<file path="src/rtl/flash_erase_pkg.sv">
package flash_erase_pkg;
  typedef enum logic [1:0] {
    KEY_IDLE  = 2'd0,
    KEY_HALF  = 2'd1,
    KEY_ARMED = 2'd2
  } key_state_e;

  localparam logic [1:0] RA_PTR  = 2'd0;
  localparam logic [1:0] RA_CTRL = 2'd1;
  localparam logic [1:0] RA_KEY  = 2'd2;

  localparam int CB_START = 0;
  localparam int CB_WEN   = 1;
  localparam int CB_ESEL  = 2;
  localparam int CB_ERR   = 3;

  localparam logic [7:0] KEY_FIRST  = 8'h55;
  localparam logic [7:0] KEY_SECOND = 8'hAA;
endpackage

</file>
<file path="src/rtl/erase_key_fsm.sv">
module erase_key_fsm
  import flash_erase_pkg::*;
(
  input  logic       clk,
  input  logic       rst_n,
  input  logic       key_wr,
  input  logic [7:0] key_data,
  input  logic       consume,
  output logic       armed
);
  key_state_e state_q;

  always_ff @(posedge clk) begin
    if (!rst_n) begin
      state_q <= KEY_IDLE;
    end else if (consume) begin
      state_q <= KEY_IDLE;
    end else if (key_wr) begin
      if (state_q == KEY_IDLE && key_data == KEY_FIRST)
        state_q <= KEY_HALF;
      else if (state_q == KEY_HALF && key_data == KEY_SECOND)
        state_q <= KEY_ARMED;
      else
        state_q <= KEY_IDLE;
    end
  end

  assign armed = (state_q == KEY_ARMED);


  arm_order_chk: assert property (@(posedge clk) disable iff (!rst_n)
    (state_q == KEY_ARMED && $past(state_q) != KEY_ARMED) |->
      $past(state_q == KEY_HALF && key_wr && key_data == KEY_SECOND));


  consume_chk: assert property (@(posedge clk) disable iff (!rst_n)
    consume |=> (state_q != KEY_ARMED));
endmodule

</file>
<file path="src/rtl/erase_timer.sv">
module erase_timer #(
  parameter int CYCLES = 16
) (
  input  logic clk,
  input  logic rst_n,
  input  logic start,
  output logic busy
);
  localparam int CW = (CYCLES < 2) ? 1 : $clog2(CYCLES + 1);

  logic [CW-1:0] cnt_q;
  logic          busy_q;

  always_ff @(posedge clk) begin
    if (!rst_n) begin
      busy_q <= 1'b0;
      cnt_q  <= '0;
    end else if (start && !busy_q) begin
      busy_q <= 1'b1;
      cnt_q  <= CW'(CYCLES - 1);
    end else if (busy_q) begin
      if (cnt_q == '0) busy_q <= 1'b0;
      else             cnt_q  <= cnt_q - CW'(1);
    end
  end

  assign busy = busy_q;


  busy_run_chk: assert property (@(posedge clk) disable iff (!rst_n)
    (busy_q && cnt_q != '0) |=> busy_q);


  busy_start_chk: assert property (@(posedge clk) disable iff (!rst_n)
    start |=> busy_q);
endmodule

</file>
<file path="src/rtl/flash_erase_ctrl.sv">
module flash_erase_ctrl
  import flash_erase_pkg::*;
#(
  parameter int PTR_W        = 22,
  parameter int BLK_LSB      = 10,
  parameter int DATA_W       = 32,
  parameter int ERASE_CYCLES = 16,
  localparam int BLK_W       = PTR_W - BLK_LSB
) (
  input  logic              clk,
  input  logic              rst_n,
  input  logic              bus_wr,
  input  logic [1:0]        bus_addr,
  input  logic [DATA_W-1:0] bus_wdata,
  output logic [DATA_W-1:0] bus_rdata,
  output logic              cpu_stall_o,
  output logic              fl_erase_o,
  output logic [BLK_W-1:0]  fl_block_o
);
  logic [PTR_W-1:0] ptr_q;
  logic             wen_q, esel_q, err_q;
  logic             busy, armed;
  logic             wr_ok, ctrl_wr, key_wr, attempt, go;
  logic             unused_bits;

  assign unused_bits = ^bus_wdata[DATA_W-1:PTR_W];

  assign wr_ok   = bus_wr && !busy;
  assign ctrl_wr = wr_ok && (bus_addr == RA_CTRL);
  assign key_wr  = wr_ok && (bus_addr == RA_KEY);
  assign attempt = ctrl_wr && bus_wdata[CB_START];
  assign go      = attempt && armed && bus_wdata[CB_WEN] && bus_wdata[CB_ESEL];

  erase_key_fsm u_key (
    .clk      (clk),
    .rst_n    (rst_n),
    .key_wr   (key_wr),
    .key_data (bus_wdata[7:0]),
    .consume  (attempt),
    .armed    (armed)
  );

  erase_timer #(.CYCLES(ERASE_CYCLES)) u_timer (
    .clk   (clk),
    .rst_n (rst_n),
    .start (go),
    .busy  (busy)
  );

  always_ff @(posedge clk) begin
    if (!rst_n) begin
      ptr_q  <= '0;
      wen_q  <= 1'b0;
      esel_q <= 1'b0;
      err_q  <= 1'b0;
    end else begin
      if (wr_ok && bus_addr == RA_PTR) ptr_q <= bus_wdata[PTR_W-1:0];
      if (ctrl_wr) begin
        wen_q  <= bus_wdata[CB_WEN];
        esel_q <= bus_wdata[CB_ESEL];
        if (attempt) err_q <= !bus_wdata[CB_WEN];
      end
    end
  end

  always_comb begin
    bus_rdata = '0;
    case (bus_addr)
      RA_PTR:  bus_rdata[PTR_W-1:0] = ptr_q;
      RA_CTRL: begin
        bus_rdata[CB_START] = busy;
        bus_rdata[CB_WEN]   = wen_q;
        bus_rdata[CB_ESEL]  = esel_q;
        bus_rdata[CB_ERR]   = err_q;
      end
      default: bus_rdata = '0;
    endcase
  end

  assign cpu_stall_o = busy;
  assign fl_erase_o  = busy;
  assign fl_block_o  = ptr_q[PTR_W-1:BLK_LSB];


  start_gate_chk: assert property (@(posedge clk) disable iff (!rst_n)
    $rose(busy) |-> $past(armed && bus_wr && bus_addr == RA_CTRL &&
                          bus_wdata[CB_START] && bus_wdata[CB_WEN] && bus_wdata[CB_ESEL]));


  ptr_hold_chk: assert property (@(posedge clk) disable iff (!rst_n)
    busy |=> $stable(ptr_q));


  err_no_erase_chk: assert property (@(posedge clk) disable iff (!rst_n)
    $rose(err_q) |-> !busy);


  block_stable_chk: assert property (@(posedge clk) disable iff (!rst_n)
    (busy && $past(busy)) |-> $stable(fl_block_o));
endmodule

</file>
<file path="config.mk">
export PLATFORM = sky130hd
export DESIGN_NAME = flash_erase_ctrl
export DESIGN_NICKNAME = d
export VERILOG_FILES = /design/src/rtl/flash_erase_pkg.sv /design/src/rtl/erase_key_fsm.sv /design/src/rtl/erase_timer.sv /design/src/rtl/flash_erase_ctrl.sv
export SDC_FILE = /design/constraint.sdc
export NUM_CORES = 1
export LEC_CHECK = 0
export BUFFER_PORTS_ARGS = -buffer_cell sky130_fd_sc_hd__clkbuf_2
export CAP_MARGIN = 40
export CORE_ASPECT_RATIO = 1.5
export CORE_MARGIN = 5
export CORE_UTILIZATION = 46
export CTS_CLUSTER_SIZE = 14
export DETAILED_ROUTE_END_ITERATION = 12
export GPL_ROUTABILITY_DRIVEN = 0
export PLACE_DENSITY = 0.76
export SLEW_MARGIN = 20
export SYNTH_ARGS = -nofsm -noshare
export SYNTH_HDL_FRONTEND = slang
export SYNTH_SLANG_ARGS = --single-unit
</file>
<file path="constraint.sdc">
create_clock -name clk -period 1.6 [get_ports clk]
set_input_delay 0.08 -clock clk [delete_from_list [all_inputs] [get_ports clk]]
set_output_delay 0.08 -clock clk [all_outputs]
set_load 0.005 [all_outputs]
</file>
Word-level counts from Yosys, hierarchy flattened
Cells that the tools add are included.
- $add $sub $neg: 1
- equality and inequality tests: 7
- mux-type cells: 10
- bitwise operators: 2
- reductions and logical operators: 22
- operators by type and width (operator ; count):
    18-bit two-way mux ; 1
    4-bit two-way mux ; 3
    1-bit logical AND ; 11
    8-bit by 7-bit == test with 1-bit output (second input constant) ; 1
    8-bit == test (second input constant) ; 1
    4-bit case mux with 2 select lines ; 1
    2-bit AND reduction ; 3
    5-bit zero test ; 1
    5-bit by 1-bit subtractor with 5-bit output (second input constant) ; 1
    2-bit by 1-bit == test with 1-bit output (second input constant) ; 2
    2-bit == test (second input constant) ; 2
    2-bit zero test ; 2
    2-bit two-way mux ; 2
    2-bit OR reduction ; 2
    1-bit two-way mux ; 3
    1-bit zero test ; 2
    2-bit by 1-bit inequality test with 1-bit output (second input constant) ; 1
    1-bit inverter ; 2
    2-bit nonzero test ; 1
- register bits: 33
- input bits: 37
- output and inout port bits: 46
- logic and storage cells: 50

Depth between registers and ports, before layout
Gate-level depths: netlist of run 1.
- depth after elaboration: 10
- depth in mapped cells: 6
- mapped depth without buffers: 5

Cells and area by module
From an unflattened synthesis of run 1, not the netlist that was laid out.
- cell total of the unflattened synthesis: 213
- area total of the unflattened synthesis: 1769.2 um^2
- by module, submodules not included (module ; instances ; cells each ; area an instance (um^2) ; sequential area each (um^2)):
    flash_erase_ctrl ; 1 ; 164 ; 1316.3 ; 500.5
    erase_timer ; 1 ; 33 ; 312.8 ; 120.1
    erase_key_fsm ; 1 ; 16 ; 140.1 ; 40.0

Least setup slack after synthesis of run 1
Ideal clock, no wire load.
- path type: flip-flop to flip-flop
- start point: register u_timer.cnt_q[0]
- end point: register u_timer.cnt_q[3]
- setup time: 0.074 ns
- arrival: 1.402 ns
- slack: 0.124 ns
- cell stages (with the launch flop): 7
- buffers on the path: 1
- clock period less this slack: 1.476 ns
- cells stage by stage: dfxtp_1 > inv_1 > ha_1 > or4b_1 > buf_2 > a31o_1 > a31oi_1
- cells in the longest elaborated chain, start to end: 4
- elaborated cells on any way between the ends: 7
- those cells by class: add/sub: 1; eq/ne: 1; mux: 3; reduce/logical: 2
- RTL lines (element ; RTL line ; source):
    start: declaration ; erase_timer.sv:11 ; logic [CW-1:0] cnt_q;
    start signal: assignment ; erase_timer.sv:20 ; cnt_q <= CW'(CYCLES - 1);
    start signal: assignment ; erase_timer.sv:23 ; else cnt_q <= cnt_q - CW'(1);
    5-bit by 1-bit subtractor with 5-bit output ; erase_timer.sv:23 ;
    4-bit two-way mux ; erase_timer.sv:22 ; if (cnt_q == '0) busy_q <= 1'b0;
    4-bit two-way mux ; erase_timer.sv:21 ; end else if (busy_q) begin
    4-bit two-way mux ; erase_timer.sv:18 ; end else if (start && !busy_q) begin
Parallel ways exist; a longest one is shown, timed or not. The select of a mux whose other input is x is not followed.
A chain may end at the register's enable or synchronous reset.

Worst setup path in the final report of run 1
Same ends and word-level chain as after synthesis.

==> results of run 1 <==
sequential cells by signal, summed over array words and instances (netlist names):
register and flops:
wen_q 1, u_timer.cnt_q 5, u_key.state_q 2, u_timer.busy 1, ptr_q 22, err_q 1
esel_q 1
worst min-delay path: cells and delay by family:
family	cells	cell delay [ps]
AOI/OAI and AO/OA	1	50
buffers and inverters	1	80
and+or+nand+nor	1	40
per-layer routing:
layer	up-vias	GRT usage
li1	786	-
met2	50	0.295
met3	8	0.0323
met1	706	0.163
met4	0	0.0726
met5	-	0
worst max path at each step:
stage                     start                to  cells past startpoint
2_1_floorplan  u_timer.cnt_q[0]  u_timer.cnt_q[3]                      6
3_3_place_gp   u_timer.cnt_q[0]  u_timer.cnt_q[3]                      5
3_5_place_dp   u_timer.cnt_q[0]  u_timer.cnt_q[3]                      5
4_1_cts        u_timer.cnt_q[0]  u_timer.cnt_q[3]                      5
5_1_grt        u_timer.cnt_q[0]  u_timer.cnt_q[3]                      5
6_report       u_timer.cnt_q[0]  u_timer.cnt_q[3]                      5
where the power goes:
part / switching [mW] / internal [mW]
Clock: 0.293 / 0.507
Combinational: 0.0964 / 0.0787
Sequential: 0.0112 / 0.842
Total: 0.401 / 1.43
cell families after synthesis:
kind of cell             Yosys count
AO/OA/AOI/OAI                     35
adder cells (fa/ha/maj)            1
buffers and inverters             40
flip-flops                        33
multiplexers                       6
other                              1
AND/OR/NAND/NOR                   98
layout by cell type, fill, tap and decap left out, types with 2 or more instances in the layout:
master / Yosys / routed
a31o_1: 2 / 2
dfxtp_1: 33 / 33
nand2_1: 50 / 50
a21oi_1: 25 / 25
a31oi_1: 2 / 2
or4b_4: 1 / 2
conb_1: 1 / 10
nor2b_1: 3 / 3
and2_1: 19 / 19
clkbuf_2: 0 / 62
mux2i_1: 6 / 6
nand4_1: 5 / 5
inv_1: 4 / 3
a221oi_1: 2 / 2
buf_4: 23 / 6
nor4bb_1: 3 / 3
clkbuf_8: 0 / 6
nor2_1: 8 / 8
timing repair:
action                                 4_1_cts  5_1_grt
hold buffers                                 0        1
setup endpoints to repair                    1        1
endpoints found under the hold margin        0        1
gates resized for setup                      1        2
pin swaps                                    0        2
final cells by class:
class / count / area (um2)
multi-input combinational: 150 / 851
sequential: 33 / 661
clock buffer: 7 / 86.3
timing repair buffer: 70 / 385
fill: 357 / 1570
inverter: 4 / 15.0
tap: 43 / 53.8
clock inverter: 1 / 30.0
through the flow:
stage / worst slack [ps] / area, um2 / total power [mW]
final: 121 / 2080 / 1.83
after global routing: 9.02 / 2080 / 1.90
after CTS: 75.6 / 2070 / 1.84
after detailed placement: 19.9 / 1950 / 1.05
after global placement: 63.0 / 1950 / 1.04
after floorplan: 124 / 1740 / 0.989
==> run metrics, run 1 <==
CTS clk-pin slew, worst paths around 70 ps; initial antenna violation count 0; final setup fails 0; Post-synth top cells nand2_1, dfxtp_1, a21oi_1; clock root cell clkbuf_8; Ys Warns 0; HPWL Detailed 2920 um; arrival time at the worst endpoint between 1500 and 2000 ps; Die H approximately 85 um; CTS tree built; CP required 1810 ps; drt first-iter violations 45; CP Buf/Inv Count 1; crit path cell chain inv_2 -> ha_2 -> or4b_4 -> a31o_1 -> a31oi_1; Longest Clk Path Bufs 2; Seq/Total Area, Yosys 0.386; Starting Density 0.469; Overflow after GRT 0; met1 WL 1430 um; slowest CP cell or4b_4; Synth Area in Adders 0.00732; clock latency on the worst-skew pair between 200 and 300 ps; wire length per cell 12.7 um; r2r worst-path depth 5; Buffers on Ports 62; Hold Vio Cnt, Final 0; compound-cell area share of the yosys netlist 0.120; via/cell ratio 5.03; Post-synth EDFFs 0; row cnt 27; Hold Path Class primary input to flop; Crit Path Max Fanout 7; final slew viol count 0; Hold EP ptr_q[18]; Hold Startpoint bus_wdata[18]; drt drc 0; synth top area cells dfxtp_1, nand2_1, buf_4, a21oi_1, and2_1; Post-CTS Setup Repair Bufs 0; Mapped Cells between 200 and 250; full die area 5060 um2; Layout area overhead 21.7%; GR Util All Layers 0.160; Yosys top cell area share 0.386; ys flop type dfxtp_1; Final ANT Viol Nets 0; Worst Hold Depth 3; Inst Count DP 299; unrepaired setup endpoints after global routing no; H-tree depth 2; share of post-route cells with drive strength above 1 0.309; routed wl met3 roughly 280 um; Reg-to-Reg End u_timer.cnt_q[3]; vias in the first global route roughly 1400; DR pass1 iterations 4; largest net degree at the start of global routing 27; Synth Area in XOR/XNOR 0; Setup crit start kind flop; global-route wire length before repair around 6300 um; Leak Pwr around 0.92 nW; Unique masters post-synth 32; WHS around 11 ps; most common cell in the netlist nand2_1; fin util 0.571; final setup TNS 0 ps; peak supply drop roughly 0.66 mV; non-filler cells in the finished layout a little over 300; pwr/cell area 879 nW/um2; WL met2 2120 um; area leader, netlist dfxtp_1; Top Metal Used met4; run status complete, no violations; Max Cap Violations 0; area of the core about 3600 um2; synthesized flop and latch total 33; WL final about 3900 um; CTS buffer count 5; Post-Route Skew 6.04 ps; post-synthesis async set-or-reset flop share 0; # IOs 83; Max stage delay on crit path roughly 500 ps; syn_area_per_cell 7.99 um2; min cycle time layout 1480 ps; routed vias 1550; Final Cycle Share 0.924; Layout Nets roughly 300; Max Freq between 600 and 700 MHz; Crit Path Class flop to flop; main combinational cell family by area after synthesis simple AND/OR/NAND/NOR gates; R2R setup slack between 100 and 150 ps; portion of netlist area occupied by mux cells 0.0351; die width 59.8 um; Ant. Diodes 0; post-synthesis simple-gate area fraction 0.304; Top Family by Delay on Critical Path simple AND/OR/NAND/NOR gates; clk sinks 33; Post-Syn Area 1710 um2; Worst setup EP type flop; FF-to-FF Start u_timer.cnt_q[0]
Note: power is estimated with default switching activity, not from simulation.
==> inputs of run 2 (changes only) <==
--- a/config.mk
+++ b/config.mk
@@ -14,6 +14,7 @@
 export DETAILED_ROUTE_END_ITERATION = 12
 export GPL_ROUTABILITY_DRIVEN = 0
 export PLACE_DENSITY = 0.76
+export SETUP_SLACK_MARGIN = 0.2
 export SLEW_MARGIN = 20
 export SYNTH_ARGS = -nofsm -noshare
 export SYNTH_HDL_FRONTEND = slang
==> run 2 against run 1 <==
Net effect: non-clock buffer count rose by 8; clock power is 27% lower; routed wire length is 7.3% higher; critical path depth is the same; sequential power is essentially flat; utilization grew 2.1 points; cell area increased by 3.7%; worst hold slack better by 7.1 ps; first-iteration DRC count fell by 4.4%; register-to-register slack about the same; critical path type unchanged; sequential share of layout area decreased by 0.85 points.
==> run metrics, run 2 (synthesis gave the netlist of run 1 again) <==
Hold Vio Cnt, Final 0; full die area between 5000 and 6000 um2; wire length per cell 13.3 um; via/cell ratio 5.16; Max Freq around 670 MHz; most frequent cells in the layout clkbuf_2, nand2_1, dfxtp_1, a21oi_1, and2_1; drt drc 0; Final Cycle Share 0.933; Buffers on Ports 62; Crit Path Class flop to flop; Layout area overhead 26.3%; Largest register FFs 22; clock root cell clkbuf_8; CTS buffer count 5; global-route wire length before repair about 6400 um; CP required 1800 ps; Leak Pwr between 0.9 and 1 nW; Crit Path Max Fanout 7; # IOs 83; run status complete, no violations; final setup TNS 0 ps; slowest CP cell or4b_4; Final ANT Viol Nets 0; Worst setup EP type flop; HPWL Detailed approximately 2900 um; initial antenna violation count 0; routed vias 1630; Longest Clk Path Bufs 2; Post-Route Skew 2.02 ps; Setup crit start kind flop; die width about 60 um; crit path cell chain inv_2 -> ha_4 -> or4b_4 -> a31o_1 -> a31oi_1; arrival time at the worst endpoint 1690 ps; Max stage delay on crit path approximately 500 ps; CTS clk-pin slew, worst paths ~70 ps; final setup fails 0; unrepaired setup endpoints after global routing yes; Top reg by flops ptr_q; Die H around 85 um; H-tree depth 2; hold buffers post-CTS 0; top flop regs ptr_q: 22 flops, u_timer.cnt_q: 5 flops, u_key.state_q: 2 flops; Ant. Diodes 0; area of the core around 3600 um2; final slew viol count 0; Starting Density 0.469; vias in the first global route approximately 1500; Max Cap Violations 0; most common cell after layout, fill and taps aside clkbuf_2; drt first-iter violations 43; DR pass1 iterations 4; GR Util All Layers 0.160; WL final ~4200 um; min cycle time layout 1490 ps; peak supply drop 0.678 mV; largest net degree at the start of global routing 23; clk sinks 33; fin util 0.592; row cnt 27; Filler cells 345; Overflow after GRT 0; CTS tree built; clock latency on the worst-skew pair about 280 ps; pwr/cell area approximately 750 nW/um2; Layout Nets 310; Hold Path Class primary input to flop; share of post-route cells with drive strength above 1 0.374
[run 2: changes by cell type in the layout (fill, tap and decap cells not counted), sizes merged]
cell         delta
buf             +9
bufinv          -1
clkbuf          -1
clkinv          +2
dlygate4sd3     -1
[run 2: critical path, delay by kind of cell (launching register included)]
family,cells,cell delay (ps)
simple gates,1,510
compound gates,2,390
fa+ha+maj,1,120
flops,1,330
buf+inv,1,60
[run 2: final cells by class]
class / instances / area (um2) / share of cell area
well taps: 43 / 53.8 / 0.0249
clock inverters: 2 / 10.0 / 0.00463
inverters: 4 / 15.0 / 0.00695
clock buffers: 6 / 72.6 / 0.0336
repair buffers: 78 / 448 / 0.207
multi-input cells: 150 / 893 / 0.414
flip-flops and latches: 33 / 667 / 0.309
[run 2: repair_timing]
item,4_1_cts,5_1_grt
gates resized for setup,1,17
buffers inserted,2,4
pin swaps,2,7
cloned,0,2
endpoints found under the setup margin,3,27
[run 2: per-layer routing]
layer / vias up / global-route usage / share of wire
met4: 0 / 0.0685 / 0.027
met2: 59 / 0.274 / 0.52
li1: 805 / - / -
met3: 12 / 0.0523 / 0.078
met1: 754 / 0.174 / 0.38
met5: - / 0 / 0
[run 2: report_power, final]
part	switching [mW]	total, mW	internal, mW
Sequential	0.0117	0.853	0.841
Clock	0.286	0.587	0.301
Combinational	0.104	0.186	0.0819
Total	0.402	1.63	1.22
[run 2: path summary, 6_finish.rpt]
kind | startpoint | to | slack [ps] | cells after the start
min reg2reg | ptr_q[7] | ptr_q[7] | 450 | 2
min | bus_wdata[13] | ptr_q[13] | 20 | 3
max | u_timer.cnt_q[1] | u_timer.cnt_q[3] | 110 | 5
max reg2reg | u_timer.cnt_q[1] | u_timer.cnt_q[3] | 110 | 5
[run 2: metrics by stage]
step,hold WS [ps],instance area (um2),power (mW),cells,setup slack (ps)
floorplan,190,1770,0.989,223,174
global placement,306,1960,1.04,300,205
detailed placement,307,1960,1.04,300,182
CTS,8.24,2060,1.63,310,177
global route,20.4,2160,1.71,316,77.7
finish,17.6,2160,1.63,316,107
